===== src/rtl/lqdma_pkg.sv =====
package lqdma_pkg;
   localparam int QW_W  = 128;
   localparam int CNT_W = 16;
   localparam int STP_W = 16;
   localparam int CTL_EN  = 0;
   localparam int CTL_IEN = 1;

   typedef struct packed {
      logic [31:0] ctl;
      logic [31:0] ywd;
      logic [31:0] xwd;
      logic [31:0] base;
   } lq_desc_t;
endpackage


===== src/rtl/lqdma_seq.sv =====
module lqdma_seq
   import lqdma_pkg::*;
#(
   parameter int AW = 16
) (
   input  logic          clk,
   input  logic          rst_n,
   input  logic          desc_we,
   input  lq_desc_t      desc_i,
   input  logic          step,
   output logic          active,
   output logic [AW-1:0] addr,
   output logic          irq
);
   if (AW < 4 || AW > 32) begin : g_bad_aw
      $error("lqdma_seq: AW must lie in 4..32");
   end

   logic             active_q, ien_q, irq_q;
   logic [AW-1:0]    addr_q;
   logic [CNT_W-1:0] cnt_q;
   logic [STP_W-1:0] stp_q;

   logic             want_on, flat_ok, take_on, stop_now, last_step;
   logic [CNT_W-1:0] new_cnt;
   logic [AW-1:0]    stp_ext;

   assign want_on   = desc_i.ctl[CTL_EN];
   assign flat_ok   = (desc_i.ywd[31:16] == '0);
   assign take_on   = desc_we && want_on && !active_q && flat_ok;
   assign stop_now  = desc_we && !want_on;
   assign last_step = step && (cnt_q == CNT_W'(1));
   assign new_cnt   = desc_i.xwd[31:16];
   assign stp_ext   = AW'($signed(stp_q));

   logic unused_fields;
   assign unused_fields = ^{desc_i.ywd[15:0], desc_i.ctl[31:2], desc_i.base};

   always_ff @(posedge clk) begin
      if (!rst_n) begin
         active_q <= 1'b0;
         ien_q    <= 1'b0;
         irq_q    <= 1'b0;
         addr_q   <= '0;
         cnt_q    <= '0;
         stp_q    <= '0;
      end else begin
         irq_q <= 1'b0;
         if (stop_now) begin
            active_q <= 1'b0;
         end else if (take_on) begin
            addr_q <= desc_i.base[AW-1:0];
            cnt_q  <= new_cnt;
            stp_q  <= desc_i.xwd[15:0];
            ien_q  <= desc_i.ctl[CTL_IEN];
            if (new_cnt == '0) begin
               irq_q <= desc_i.ctl[CTL_IEN];
            end else begin
               active_q <= 1'b1;
            end
         end else if (step) begin
            addr_q <= addr_q + stp_ext;
            cnt_q  <= cnt_q - CNT_W'(1);
            if (last_step) begin
               active_q <= 1'b0;
               irq_q    <= ien_q;
            end
         end
      end
   end

   assign active = active_q;
   assign addr   = addr_q;
   assign irq    = irq_q;

   assert_idle_no_grant_R6: assert property (@(posedge clk) disable iff (!rst_n)
      !active_q |-> !step);
   assert_irq_after_end_R7: assert property (@(posedge clk) disable iff (!rst_n)
      irq_q |-> !active_q);
   assert_guard_keeps_run_R9: assert property (@(posedge clk) disable iff (!rst_n)
      (active_q && desc_we && want_on && !last_step) |=> active_q);
   assert_stop_clears_R10: assert property (@(posedge clk) disable iff (!rst_n)
      stop_now |=> (!active_q && !irq_q));
endmodule


===== src/rtl/lqdma_engine.sv =====
module lqdma_engine
   import lqdma_pkg::*;
#(
   parameter int AW    = 16,
   parameter bit IS_RX = 1'b0
) (
   input  logic            clk,
   input  logic            rst_n,
   input  logic            desc_we,
   input  lq_desc_t        desc_i,
   input  logic            mem_gnt,
   input  logic [QW_W-1:0] mem_rdata,
   input  logic            lk_in_valid,
   input  logic [QW_W-1:0] lk_in_data,
   input  logic            lk_take,
   output logic            mem_req,
   output logic [AW-1:0]   mem_addr,
   output logic [QW_W-1:0] mem_wdata,
   output logic            lk_pop,
   output logic            buf_valid,
   output logic [QW_W-1:0] buf_data,
   output logic            active,
   output logic            irq
);
   logic run;

   lqdma_seq #(.AW(AW)) u_seq (
      .clk     (clk),
      .rst_n   (rst_n),
      .desc_we (desc_we),
      .desc_i  (desc_i),
      .step    (mem_gnt),
      .active  (run),
      .addr    (mem_addr),
      .irq     (irq)
   );

   assign active = run;

   if (IS_RX) begin : g_rx
      assign mem_req   = run && lk_in_valid;
      assign mem_wdata = lk_in_data;
      assign lk_pop    = mem_gnt;
      assign buf_valid = 1'b0;
      assign buf_data  = '0;

      logic unused_rx_side;
      assign unused_rx_side = ^{mem_rdata, lk_take};

      assert_pop_has_data_R4: assert property (@(posedge clk) disable iff (!rst_n)
         lk_pop |-> lk_in_valid);
   end else begin : g_tx
      logic            full_q, pend_q;
      logic [QW_W-1:0] hold_q;

      assign mem_req   = run && !full_q && !pend_q;
      assign mem_wdata = '0;
      assign lk_pop    = 1'b0;
      assign buf_valid = full_q;
      assign buf_data  = hold_q;

      always_ff @(posedge clk) begin
         if (!rst_n) begin
            full_q <= 1'b0;
            pend_q <= 1'b0;
            hold_q <= '0;
         end else begin
            pend_q <= mem_gnt;
            if (pend_q) begin
               hold_q <= mem_rdata;
               full_q <= 1'b1;
            end else if (lk_take) begin
               full_q <= 1'b0;
            end
         end
      end

      logic unused_tx_side;
      assign unused_tx_side = ^{lk_in_valid, lk_in_data};

      assert_no_overwrite_R3: assert property (@(posedge clk) disable iff (!rst_n)
         pend_q |-> !full_q);
   end
endmodule


===== src/rtl/lqdma_arb.sv =====
module lqdma_arb #(
   parameter bit ROUND_ROBIN = 1'b1
) (
   input  logic clk,
   input  logic rst_n,
   input  logic req_a,
   input  logic req_b,
   output logic gnt_a,
   output logic gnt_b
);
   if (ROUND_ROBIN) begin : g_rr
      logic last_a_q;
      assign gnt_b = req_b && (!req_a || last_a_q);
      assign gnt_a = req_a && !gnt_b;

      always_ff @(posedge clk) begin
         if (!rst_n)      last_a_q <= 1'b0;
         else if (gnt_a)  last_a_q <= 1'b1;
         else if (gnt_b)  last_a_q <= 1'b0;
      end

      assert_alternate_R5: assert property (@(posedge clk) disable iff (!rst_n)
         (req_a && req_b && $past(req_a && req_b)) |-> (gnt_a != $past(gnt_a)));
   end else begin : g_fixed
      assign gnt_b = req_b;
      assign gnt_a = req_a && !req_b;
   end

   assert_single_grant_R5: assert property (@(posedge clk) disable iff (!rst_n)
      $onehot0({gnt_a, gnt_b}) && (!gnt_a || req_a) && (!gnt_b || req_b));
endmodule


===== src/rtl/lqdma_pair.sv =====
module lqdma_pair
   import lqdma_pkg::*;
#(
   parameter int AW          = 16,
   parameter bit ROUND_ROBIN = 1'b1
) (
   input  logic            clk,
   input  logic            rst_n,
   input  logic            tx_desc_we,
   input  logic            rx_desc_we,
   input  logic [127:0]    desc_data,
   output logic            mem_req,
   output logic            mem_we,
   output logic [AW-1:0]   mem_addr,
   output logic [127:0]    mem_wdata,
   input  logic [127:0]    mem_rdata,
   output logic            txb_valid,
   output logic [127:0]    txb_data,
   input  logic            txb_take,
   input  logic            rxb_valid,
   input  logic [127:0]    rxb_data,
   output logic            rxb_pop,
   output logic            tx_active,
   output logic            rx_active,
   output logic            tx_irq,
   output logic            rx_irq
);
   lq_desc_t        dsc;
   logic            tx_req, rx_req, tx_gnt, rx_gnt;
   logic [AW-1:0]   tx_addr, rx_addr;
   logic [QW_W-1:0] tx_wd, rx_wd, rx_bufd;
   logic            tx_pop, rx_bufv;

   assign dsc = desc_data;

   lqdma_engine #(.AW(AW), .IS_RX(1'b0)) u_tx (
      .clk (clk), .rst_n (rst_n), .desc_we (tx_desc_we), .desc_i (dsc),
      .mem_gnt (tx_gnt), .mem_rdata (mem_rdata),
      .lk_in_valid (1'b0), .lk_in_data ('0), .lk_take (txb_take),
      .mem_req (tx_req), .mem_addr (tx_addr), .mem_wdata (tx_wd),
      .lk_pop (tx_pop), .buf_valid (txb_valid), .buf_data (txb_data),
      .active (tx_active), .irq (tx_irq)
   );

   lqdma_engine #(.AW(AW), .IS_RX(1'b1)) u_rx (
      .clk (clk), .rst_n (rst_n), .desc_we (rx_desc_we), .desc_i (dsc),
      .mem_gnt (rx_gnt), .mem_rdata (mem_rdata),
      .lk_in_valid (rxb_valid), .lk_in_data (rxb_data), .lk_take (1'b0),
      .mem_req (rx_req), .mem_addr (rx_addr), .mem_wdata (rx_wd),
      .lk_pop (rxb_pop), .buf_valid (rx_bufv), .buf_data (rx_bufd),
      .active (rx_active), .irq (rx_irq)
   );

   lqdma_arb #(.ROUND_ROBIN(ROUND_ROBIN)) u_arb (
      .clk (clk), .rst_n (rst_n),
      .req_a (tx_req), .req_b (rx_req),
      .gnt_a (tx_gnt), .gnt_b (rx_gnt)
   );

   assign mem_req   = tx_gnt || rx_gnt;
   assign mem_we    = rx_gnt;
   assign mem_addr  = rx_gnt ? rx_addr : tx_addr;
   assign mem_wdata = rx_wd;

   logic unused_side;
   assign unused_side = ^{tx_wd, tx_pop, rx_bufv, rx_bufd};

   assert_reset_quiet_R1: assert property (@(posedge clk)
      $past(!rst_n) |-> (!tx_active && !rx_active && !txb_valid && !tx_irq && !rx_irq));
endmodule


===== config.mk =====
export PLATFORM = sky130hd
export DESIGN_NAME = lqdma_pair
export DESIGN_NICKNAME = d
export VERILOG_FILES = /design/src/rtl/lqdma_pkg.sv /design/src/rtl/lqdma_seq.sv /design/src/rtl/lqdma_engine.sv /design/src/rtl/lqdma_arb.sv /design/src/rtl/lqdma_pair.sv
export SDC_FILE = /design/constraint.sdc
export NUM_CORES = 1
export LEC_CHECK = 0
export BUFFER_PORTS_ARGS = -buffer_cell sky130_fd_sc_hd__buf_2
export CORE_AREA = 2 2 260 262
export CTS_CLUSTER_SIZE = 10
export DETAILED_ROUTE_END_ITERATION = 10
export DIE_AREA = 0 0 262 264
export GPL_ROUTABILITY_DRIVEN = 1
export PLACE_DENSITY = 0.39
export SLEW_MARGIN = 20
export SYNTH_ARGS = -nofsm -noshare
export SYNTH_HDL_FRONTEND = slang
export SYNTH_SLANG_ARGS = --single-unit

===== constraint.sdc =====
create_clock -name clk -period 7.2 [get_ports clk]
set_input_delay 0.36 -clock clk [delete_from_list [all_inputs] [get_ports clk]]
set_output_delay 0.36 -clock clk [all_outputs]
set_load 0.01 [all_outputs]

==> Word-level counts from Yosys, hierarchy flattened <==
Cells that the tools add are included.
{ "op_classes": {"eq_ne": 4, "n_bitwise": 3, "add_sub_neg": 4, "n_reduce_logical": 40, "mux": 27} }
{ "op_table": {"columns": ["cell", "n"], "rows": [
  ["16-bit 2-to-1 mux", 9],
  ["16-bit adder", 2],
  ["16-bit by 1-bit equality test with 1-bit output (second input constant)", 2],
  ["16-bit logical NOT", 2],
  ["16-bit by 1-bit subtractor with 16-bit output (second input constant)", 2],
  ["1-bit 2-to-1 mux", 18],
  ["1-bit logical AND", 15],
  ["2-bit nonzero test", 6],
  ["2-bit AND reduction", 4],
  ["1-bit logical NOT", 7],
  ["3-bit AND reduction", 2],
  ["2-bit inequality test (second input constant)", 2],
  ["2-bit OR reduction", 2],
  ["1-bit NOT", 3],
  ["1-bit logical OR", 2]
]} }
{ "word_totals": {"ff_bits": 233} }

==> Logic depth before layout (Yosys ltp) <==
Gate-level depths: netlist (run 1).
{ "logic_depth": {"ltp_word": 12, "depth_mapped": 10, "mapped_depth_nobuf": 10} }

==> Modules after synthesis <==
A second synthesis (run 1) with hierarchy kept.
{ "unflattened": {"cells_unflattened": 1648, "hier_area_um2": 14505.2} }
{ "modules_own_cells": {"columns": ["mod", "area_per_inst_um2", "cells_per_inst", "instances", "seq_area_each_um2"], "rows": [
  ["lqdma_engine (u_tx)", 5983.2, 549, 1, 2602.5],
  ["lqdma_seq (u_rx.u_seq)", 3183.1, 406, 1, 1021.0],
  ["lqdma_seq (u_tx.u_seq)", 3088.0, 407, 1, 1021.0],
  ["lqdma_engine (u_rx)", 1946.9, 260, 1, 0.0],
  ["lqdma_pair", 255.2, 20, 1, 0.0],
  ["lqdma_arb", 48.8, 6, 1, 20.0]
]} }

==> Worst setup path before layout (run 1) <==
Ideal clock, no wire load.
{ "synth_timing": {"path_kind": "reg-to-reg", "from": "register u_rx.u_seq.addr_q[0], in the netlist u_rx.u_seq.addr[0]", "to": "register u_rx.u_seq.addr_q[14], in the netlist u_rx.u_seq.addr[14]", "synth_period_minus_slack_ps": 2480, "arrival_ps": 2411, "setup_ps": 70, "slack_ps": 4720, "required_time_ps": 7130, "stages_incl_launch_ff": 11, "path_buffers": 0, "path_cell_list": "dfxtp_1 -> ha_1 -> fa_1 -> a21o_1 -> a2bb2oi_1 -> a21oi_1 -> a41o_1 -> o41ai_1 -> mux2i_1 -> o21ai_0 -> a21oi_1"} }
{ "synth_between": {"elab_chain_cells": 3} }
{ "synth_rtl": {"columns": ["element", "line_no", "source"], "rows": [
  ["start: declaration", "lqdma_seq.sv:20", "logic [AW-1:0] addr_q;"],
  ["start signal: assignment", "lqdma_seq.sv:52", "addr_q <= desc_i.base[AW-1:0];"],
  ["start signal: assignment", "lqdma_seq.sv:62", "addr_q <= addr_q + stp_ext;"],
  ["16-bit adder", "lqdma_seq.sv:62", null],
  ["16-bit 2-to-1 mux", "lqdma_seq.sv:61", "end else if (step) begin"],
  ["16-bit 2-to-1 mux", "lqdma_seq.sv:51", "end else if (take_on) begin"]
]} }
Every way passes these cells. The select of a mux whose other input is x is not followed.
A chain may end at the register's enable or synchronous reset.

==> Final worst setup path (run 1) <==
{ "layout_timing": {"from": "register u_tx.g_tx.pend_q", "to": "register u_tx.u_seq.cnt_q[3]"} }
{ "layout_between": {"elab_chain_cells": 9} }
{ "layout_rtl": {"columns": ["element", "line_no", "source"], "rows": [
  ["start: declaration", "lqdma_engine.sv:53", "logic full_q, pend_q;"],
  ["start signal: assignment", "lqdma_engine.sv:68", "pend_q <= mem_gnt;"],
  ["1-bit logical NOT *", "lqdma_engine.sv:56", "assign mem_req = run && !full_q && !pend_q;"],
  ["1-bit logical AND *", "lqdma_engine.sv:56", null],
  ["1-bit logical NOT", "lqdma_arb.sv:13", "assign gnt_b = req_b && (!req_a || last_a_q);"],
  ["1-bit logical OR", "lqdma_arb.sv:13", null],
  ["1-bit logical AND", "lqdma_arb.sv:13", null],
  ["1-bit logical NOT", "lqdma_arb.sv:14", "assign gnt_a = req_a && !gnt_b;"],
  ["1-bit logical AND *", "lqdma_arb.sv:14", null],
  ["2-bit nonzero test (no source line) *", null, null],
  ["2-bit AND reduction (no source line) *", null, null],
  ["end signal: assignment", "lqdma_seq.sv:53", "cnt_q <= new_cnt;"],
  ["end signal: assignment", "lqdma_seq.sv:63", "cnt_q <= cnt_q - CNT_W'(1);"],
  ["end: declaration", "lqdma_seq.sv:21", "logic [CNT_W-1:0] cnt_q;"]
]} }
Mark *: on every way between the ends. The rest lies on a longest branch, timed or not.

==> results.cfg, run 1 <==
[cts]
clock-root-buffer = clkbuf_16
tritoncts = done
h-tree-depth = 2
hold_buffers = 0
cts_made_buffers = 34
clk_pin_slew_worst_paths_ns = 0.06
cts-resized-gates = 0
ctsLongestPathBuffers = 3
cts_sinks = 233
clkLatencyLatePin_ns = 0.53
post_cts_buffers = 0

[sta]
fin_crit_sh = 0.4787
tightest_slew_ns = 1.039
hold_viol_final = 0
final.min_clock_period_ns = 3.447
slew_violations = 0
setup-tns-final_ns = 0
fmax_ghz = 0.2901
finClkSkew_ns = 0.01706
final-setup-viol-count = 0
fin_ws_ns = 3.753
rsz0062_at_grt = false
slew_headroom = 0.3076

[logic_synthesis]
synth_top_area_frac = 0.3903
yosys.cell_types.count = 68
synth_edf_count = 0
synth_common_cells = nor2_1, dfxtp_1, nand2_1
synth_fp_nets = 1871
synth_seq_area_share = 0.3903
ys_top_cells_by_area = dfxtp_1, mux2i_1, buf_4
synthCells = 1445
synth.most_common_cell = nor2_1
yosys.area.top_type = dfxtp_1
synth_async_sr_flop_share = 0
ys_ff_latch = 233
synth_area_um2 = 11950
synth_area_per_cell_um2 = 8.271
ys_warn_count = 0
ys.flop_type = dfxtp_1

[critical_path]
cp_max_fo = 32
end_kind = flop
r2r_setup_slack_ns = 3.75
arrival_ns = 3.86
max_stage_delay_ns = 0.70
path_cells = nor3b_2 > a21o_2 > inv_2 > nor2_2 > o21ai_2 > buf_4 > nor2_1 > o221a_2
cp.required_ns = 7.61
critPathSlowestCell = dfxtp_4
startpoint_type = flop
timing_worst_setup_path_type = flop to flop

[final_layout]
syn_to_final_growth_pct = 23.01
fill_cells = 7382
multiInputGateArea_um2 = 5951
seq_area_um2 = 4668
antenna_cells = 0
nets = 2064
utilization = 0.2209
drive_above_1_share = 0.2652

[grt]
antenna_found_initial = 3
grt_pass1_wl_mm = 64.29
grtUsageTotal = 0.1202
first_global_vias = 10790
grt_max_degree = 94
overflow = 0

[flow_run]
cap_violations = 0

[place]
place_hpwl_mm = 30.79
portBuffers = 351
pre_cts_ws_ns = 3.634
gp_congestion = 0.8090

[die]
die_w_um = 262
die-area_um2 = 69170
die_h_um = 264
io_pins = 670
initial_core_util = 0.1795
core_area_um2 = 66560
fp-row-count = 95

[power]
ir_drop_v = 0.0001275
cellLeakagePower_nw = 6.097
power_density_nw_per_um2 = 207.1

[detailed_routing]
ant_nets = 0
num_vias = 10740
wl_mm = 42.79
drtIter0Drc = 554
drt_first_pass_iters = 5
wl_per_cell_um = 16.90
vias_per_cell = 4.240
drc = 0

[run_status]
outcome = finished, final reports clean

[worst_hold_path]
hold_path.class = input pin to flop
-- cells in the final DEF, fill, tap and decap left out, types with 15 or more instances in the layout --
| master | Yosys | layout |
|---|---|---|
| buf_2 | 18 | 351 |
| nor2_1 | 239 | 239 |
| dfxtp_1 | 233 | 232 |
| nand2_1 | 196 | 196 |
| mux2i_1 | 131 | 131 |
| a21oi_1 | 99 | 99 |
| o21ai_0 | 46 | 46 |
| clkbuf_16 | 0 | 37 |
| ha_1 | 34 | 34 |
| nor3_1 | 31 | 31 |
| nor4_1 | 18 | 18 |
| a211oi_1 | 17 | 17 |
| nand3_1 | 16 | 16 |
| xnor2_1 | 15 | 15 |
-- worst max-delay path, delay by kind of cell, from the launching register on --
family                 cells  cell delay [ns]
AO/OA/AOI/OAI              3             1.23
buffers and inverters      2             0.97
flip-flops                 1             0.70
AND/OR/NAND/NOR            3             0.40
-- worst paths after layout --
check,start,end,cells past startpoint
max,u_tx.g_tx.pend_q$_SDFF_PN0_,u_tx.u_seq.cnt_q[3]$_SDFFE_PN0P_,8
min reg2reg,u_tx.u_seq.ien_q$_SDFFE_PN0P_,u_tx.u_seq.ien_q$_SDFFE_PN0P_,2
min,mem_rdata[108],u_tx.buf_data[108]$_SDFFE_PN0P_,3
max reg2reg,u_tx.g_tx.pend_q$_SDFF_PN0_,u_tx.u_seq.cnt_q[3]$_SDFFE_PN0P_,8
-- routing by layer --
layer / up-vias / GRT usage / wire [µm]
li1: 5207 / - / -
met5: - / 0 / 20
met2: 434 / 0.1974 / 19890
met4: 4 / 0.06428 / 1964
met1: 4952 / 0.1395 / 17270
met3: 139 / 0.03637 / 3637
-- cell type report --
cell class | count | area share
clock buffers | 51 | 0.07268
flip-flops and latches | 233 | 0.3175
multi-input cells | 994 | 0.4048
repair buffers | 361 | 0.1246
well taps | 873 | 0.07430
inverters | 14 | 0.003915
clock inverters | 6 | 0.002213
-- cell families (layout without fill, tap and decap cells) --
| family | count (synthesis) | after routing | synth area share |
|---|---|---|---|
| buffers and inverters | 218 | 432 | 0.1124 |
| adders and majority gates | 36 | 36 | 0.03895 |
| and+or+nand+nor | 556 | 556 | 0.1984 |
| AOI/OAI and AO/OA | 249 | 249 | 0.1341 |
| xor gates and xnor gates | 22 | 22 | 0.01612 |
| muxes | 131 | 131 | 0.1097 |
| DFF | 233 | 233 | 0.3903 |
-- state kept, by name (all words and copies together), names as in the netlist --
name	count
u_arb.g_rr.last_a_q	1
u_rx.u_seq.active	1
u_rx.u_seq.addr	16
u_rx.u_seq.cnt_q	16
u_rx.u_seq.ien_q	1
u_rx.u_seq.irq	1
u_rx.u_seq.stp_ext	16
u_tx.buf_data	128
u_tx.buf_valid	1
u_tx.g_tx.pend_q	1
u_tx.u_seq.active	1
u_tx.u_seq.addr	16
u_tx.u_seq.cnt_q	16
u_tx.u_seq.ien_q	1
u_tx.u_seq.irq	1
u_tx.u_seq.stp_ext	16
-- metrics by stage --
step | power (mW) | hold WS (ns) | instance area (µm²) | std cells
finish | 3.045 | 0.06486 | 14700 | 2532
global route | 3.180 | 0.03833 | 14700 | 2532
CTS | 3.124 | 0.01112 | 14700 | 2532
detailed placement | 1.425 | 0.4516 | 13600 | 2475
global placement | 1.425 | 0.4422 | 13600 | 2475
floorplan | 1.416 | 0.4322 | 11950 | 1445
-- report_power, final --
group	switching, mW	total, mW	leakage (nW)	internal (mW)
sequential	0.00000404	1.29	1.88	1.29
clock	0.634	1.65	0.546	1.02
combinational	0.0606	0.104	3.67	0.0435
total	0.694	3.05	6.10	2.35
(Power assumes the default switching activity.)
==> inputs of run 2 (changes only) <==
==> constraint.sdc (replaced) <==
create_clock -name clk -period 3.3 [get_ports clk]
set_input_delay 0.165 -clock clk [delete_from_list [all_inputs] [get_ports clk]]
set_output_delay 0.165 -clock clk [all_outputs]
set_load 0.01 [all_outputs]
==> results.cfg, run 2 (synthesis results as in run 1) <==
[final_layout]
layout_commonest_cell = buf_2
nets = 2248
drive_above_1_share = 0.2402
final_cell_mix = buf_2, nor2_1, dfxtp_1
largest_reg_flops = 128
fill_cells = 7307
syn_to_final_growth_pct = 38.14
multiInputGateArea_um2 = 5951
seq_area_um2 = 4668
antenna_cells = 0

[power]
cellLeakagePower_nw = 6.849
seq_power_share = 0.423
combPwrFrac = 0.061
ir_drop_v = 0.0003704
clkPwrFrac = 0.516
power_density_nw_per_um2 = 402.8
switchingPower_mw = 1.501
internal_power_mw = 5.149
netSwitchingFraction = 0.2257

[place]
place_hpwl_mm = 31.05
gp_congestion = 0.7849
portBuffers = 351

[detailed_routing]
wl_per_cell_um = 16.18
wl_mm = 43.91
num_vias = 11450
vias_per_cell = 4.219
ant_nets = 0
drtIter0Drc = 528
drt_first_pass_iters = 5
drc = 0

[die]
die_h_um = 264
die-area_um2 = 69170
io_pins = 670
die_w_um = 262
fp-row-count = 95
initial_core_util = 0.1795
core_area_um2 = 66560

[critical_path]
rr_startpoint = u_rx.u_seq.addr[0]$_SDFFE_PN0P_
critPathSlowestCell = fa_1
arrival_ns = 3.48
cp_max_fo = 3
startpoint_type = flop
r2r_setup_slack_ns = 0.31
crit_top_cell = a21oi_1
r2r.worst_path.cells = 10
max_stage_delay_ns = 0.41
crit_start = u_rx.u_seq.addr[0]$_SDFFE_PN0P_
cp.required_ns = 3.80
timing_worst_setup_path_type = flop to flop
end_kind = flop
path_cells = ha_1 > fa_1 > a21o_1 > a2bb2oi_1 > a21oi_1 > a41o_1 > o41ai_1 > mux2i_1 > o21ai_0 > a21oi_1

[cts]
cts_sinks = 233
clock-root-buffer = clkbuf_16
post_cts_buffers = 0
hold_buffers = 178
h-tree-depth = 1
cts_made_buffers = 31
tritoncts = done
ctsLongestPathBuffers = 3
clk_pin_slew_worst_paths_ns = 0.06
clkLatencyLatePin_ns = 0.58
cts-resized-gates = 0

[flow_run]
cap_violations = 0

[sta]
final.min_clock_period_ns = 2.986
finClkSkew_ns = 0.01919
fin_crit_sh = 0.9047
final-setup-viol-count = 0
hold_viol_final = 0
worst_hold_slack_ns = 0.01643
rsz0062_at_grt = false
fmax_ghz = 0.3350
setup-tns-final_ns = 0
tightest_slew_ns = 1.072
slew_headroom = 0.2852
slew_violations = 0

[run_status]
outcome = finished, final reports clean

[worst_hold_path]
hold_path.class = input pin to flop
whs_path_depth = 4
hold_start = txb_take

[grt]
overflow = 0
first_global_vias = 11890
grtUsageTotal = 0.1232
grt_pass1_wl_mm = 67.15
grt_max_degree = 130
antenna_found_initial = 0
## run 2: path summary, 6_finish.rpt
path,endpoint
setup / recovery,u_rx.u_seq.addr[14]$_SDFFE_PN0P_
hold / removal,u_tx.buf_valid$_SDFFE_PN0P_
setup reg to reg,u_rx.u_seq.addr[14]$_SDFFE_PN0P_
hold reg to reg,u_rx.u_seq.stp_ext[12]$_SDFFE_PN0P_
## run 2: critical path, delay by kind of cell (launching register included)
family / cells / cell delay, ns
adder cells (fa/ha/maj): 2 / 0.66
AO/OA/AOI/OAI: 7 / 1.63
flip-flops: 1 / 0.32
multiplexers: 1 / 0.27
## run 2: cell type report
type                    instances  share of cell area
clock inverters                10            0.009473
inverters                      14            0.003486
well taps                     873             0.06616
flip-flops and latches        233              0.2828
repair buffers                548              0.2260
clock buffers                  41             0.05169
multi-input cells             994              0.3604
## run 2: per-stage QoR
stage | area [µm²] | utilization | power (mW) | worst slack, ns | cells
floorplan | 11950 | - | 3.089 | 0.8196 | 1445
global placement | 13720 | 0.2061 | 3.119 | 0.3142 | 2484
detailed placement | 13720 | 0.2061 | 3.119 | 0.3577 | 2484
CTS | 16510 | 0.2480 | 6.808 | 0.3080 | 2713
global route | 16510 | 0.2480 | 6.942 | 0.1399 | 2713
finish | 16510 | 0.2480 | 6.650 | 0.3145 | 2713
## run 2: layer usage
layer  vias to the layer above  track usage  part of all wire
met5                         -            0                 0
met4                         0      0.05726             0.041
met3                       127      0.02946             0.072
met2                       425       0.2139              0.48
met1                      5326       0.1415              0.40
li1                       5569            -                 -
## run 2: power by group through the flow
stage                     combinational, mW  clock, mW  sequential [mW]
after CTS                             0.413       3.58             2.81
after detailed placement              0.245          0             2.87
after global routing                  0.437       3.69             2.81
after global placement                0.245          0             2.87
after floorplan                       0.214          0             2.87
final                                 0.404       3.43             2.81
==> inputs of run 3 (changes only) <==
--- a/config.mk
+++ b/config.mk
@@ -6,13 +6,16 @@
 export NUM_CORES = 1
 export LEC_CHECK = 0
 export BUFFER_PORTS_ARGS = -buffer_cell sky130_fd_sc_hd__buf_2
+export CELL_PAD_IN_SITES_DETAIL_PLACEMENT = 0
+export CELL_PAD_IN_SITES_GLOBAL_PLACEMENT = 1
 export CORE_AREA = 2 2 260 262
 export CTS_CLUSTER_SIZE = 10
 export DETAILED_ROUTE_END_ITERATION = 10
 export DIE_AREA = 0 0 262 264
 export GPL_ROUTABILITY_DRIVEN = 1
-export PLACE_DENSITY = 0.39
+export PLACE_DENSITY = 0.52
 export SLEW_MARGIN = 20
 export SYNTH_ARGS = -nofsm -noshare
 export SYNTH_HDL_FRONTEND = slang
 export SYNTH_SLANG_ARGS = --single-unit
+export TNS_END_PERCENT = 50
==> results.cfg, run 3 (synthesis results as in run 1) <==
[run_status]
outcome = finished, final reports clean

[grt]
grt_max_degree = 130
use_met1 = 0.1432
grt-busiest-layer = met2
first_global_vias = 11600
met3_usage = 0.03176
grt_pass1_wl_mm = 66.57
overflow = 0
grt_use_met2 = 0.2160
grtUsageTotal = 0.1228
antenna_found_initial = 2

[power]
clkPwrFrac = 0.498
seq_power_share = 0.440
netSwitchingFraction = 0.2260
power_density_nw_per_um2 = 390.7
cellLeakagePower_nw = 6.786
combPwrFrac = 0.062
internal_power_mw = 4.951
ir_drop_v = 0.0003296
p_total_mw = 6.396
switchingPower_mw = 1.445

[critical_path]
r2r.worst_path.cells = 10
end_kind = flop
timing_worst_setup_path_type = flop to flop
cp.required_ns = 3.80
cp_max_fo = 3
startpoint_type = flop
arrival_ns = 3.53

[sta]
fin_crit_sh = 0.9178
final-setup-viol-count = 0
slew_violations = 0
final.min_clock_period_ns = 3.029
fmax_ghz = 0.3302
slew_headroom = 0.2943
setup-tns-final_ns = 0
rsz0062_at_grt = false
finClkSkew_ns = 0.01024
hold_viol_final = 0
tightest_slew_ns = 1.058

[cts]
clock-root-buffer = clkbuf_16
h-tree-depth = 1
tritoncts = done
cts-resized-gates = 0
clkLatencyLatePin_ns = 0.57
clk_pin_slew_worst_paths_ns = 0.06
cts_made_buffers = 30
cts_sinks = 233
ctsLongestPathBuffers = 3

[flow_run]
cap_violations = 0

[detailed_routing]
vias_per_cell = 4.194
num_vias = 11350
drtIter0Drc = 533
drc = 0
wl_mm = 43.98
drt_first_pass_iters = 5
wl_per_cell_um = 16.25
ant_nets = 0

[place]
place_hpwl_mm = 31.41
portBuffers = 351
gp_congestion = 0.8034

[final_layout]
largest_reg_flops = 128
final_cell_mix = buf_2, nor2_1, dfxtp_1
drive_above_1_share = 0.2406
nets = 2240
syn_to_final_growth_pct = 36.98
fill_cells = 7307
layout_commonest_cell = buf_2

[die]
initial_core_util = 0.1795
fp-row-count = 95
die_h_um = 264
die-area_um2 = 69170
die_w_um = 262
io_pins = 670
core_area_um2 = 66560

[worst_hold_path]
whs_path_depth = 4
hold_path.class = input pin to flop
## run 3: timing repair
| action | 4_1_cts | 5_1_grt |
|---|---|---|
| hold endpoints to repair | 206 | 0 |
| buffers inserted | 0 | 0 |
| hold buffers | 170 | 0 |
| endpoints found under the setup margin | 0 | 0 |
## run 3: worst max-delay path, stage by stage, from the launching register on
cell and delay, ns:
dfxtp_1 0.32, ha_1 0.26, fa_1 0.44, a21o_1 0.24, a2bb2oi_1 0.25, a21oi_1 0.18
a41o_1 0.31, o41ai_1 0.38, mux2i_1 0.29, o21ai_0 0.12, a21oi_1 0.17
## run 3: per-stage QoR
step | worst slack [ns] | hold WS [ns] | area, µm² | util | cells
after floorplan | 0.8196 | 0.3047 | 11950 | - | 1445
after global placement | 0.2972 | 0.3301 | 13720 | 0.2061 | 2485
after detailed placement | 0.2702 | 0.3301 | 13720 | 0.2062 | 2485
after CTS | 0.2282 | 0.004366 | 16370 | 0.2459 | 2706
after global routing | 0.06572 | 0.05427 | 16370 | 0.2459 | 2706
final | 0.2713 | 0.01262 | 16370 | 0.2459 | 2707
## run 3: power by group through the flow
stage	sequential [mW]	clock [mW]	combinational (mW)
4_1_cts	2.81	3.34	0.402
2_1_floorplan	2.87	0	0.214
5_1_grt	2.81	3.43	0.427
3_3_place_gp	2.87	0	0.240
6_report	2.81	3.19	0.395
3_5_place_dp	2.87	0	0.242
## run 3: final timing paths
kind	startpoint	slack, ns	to
worst min register to register	u_rx.u_seq.stp_ext[2]$_SDFFE_PN0P_	0.46	u_rx.u_seq.stp_ext[2]$_SDFFE_PN0P_
worst min-delay path	txb_take	0.01	u_tx.buf_valid$_SDFFE_PN0P_
worst max-delay path	u_rx.u_seq.addr[0]$_SDFFE_PN0P_	0.27	u_rx.u_seq.addr[14]$_SDFFE_PN0P_
worst max register to register	u_rx.u_seq.addr[0]$_SDFFE_PN0P_	0.27	u_rx.u_seq.addr[14]$_SDFFE_PN0P_
## run 3: cell type report
cell class | instances | area [µm²] | share of cell area
tap | 873 | 1092 | 0.06672
timing repair buffer | 541 | 3646 | 0.2227
multi-input combinational | 994 | 5962 | 0.3642
sequential | 233 | 4668 | 0.2852
inverter | 14 | 57.56 | 0.003516
clock buffer | 46 | 892.1 | 0.05449
clock inverter | 5 | 50.05 | 0.003057
antenna | 1 | 2.502 | 0.0001529
## run 3: metal layers
metal	routed length [µm]	vias to the layer above
li1	-	5568
met1	18070	5278
met2	21430	414
met3	3184	94
met4	1299	0
met5	0	-
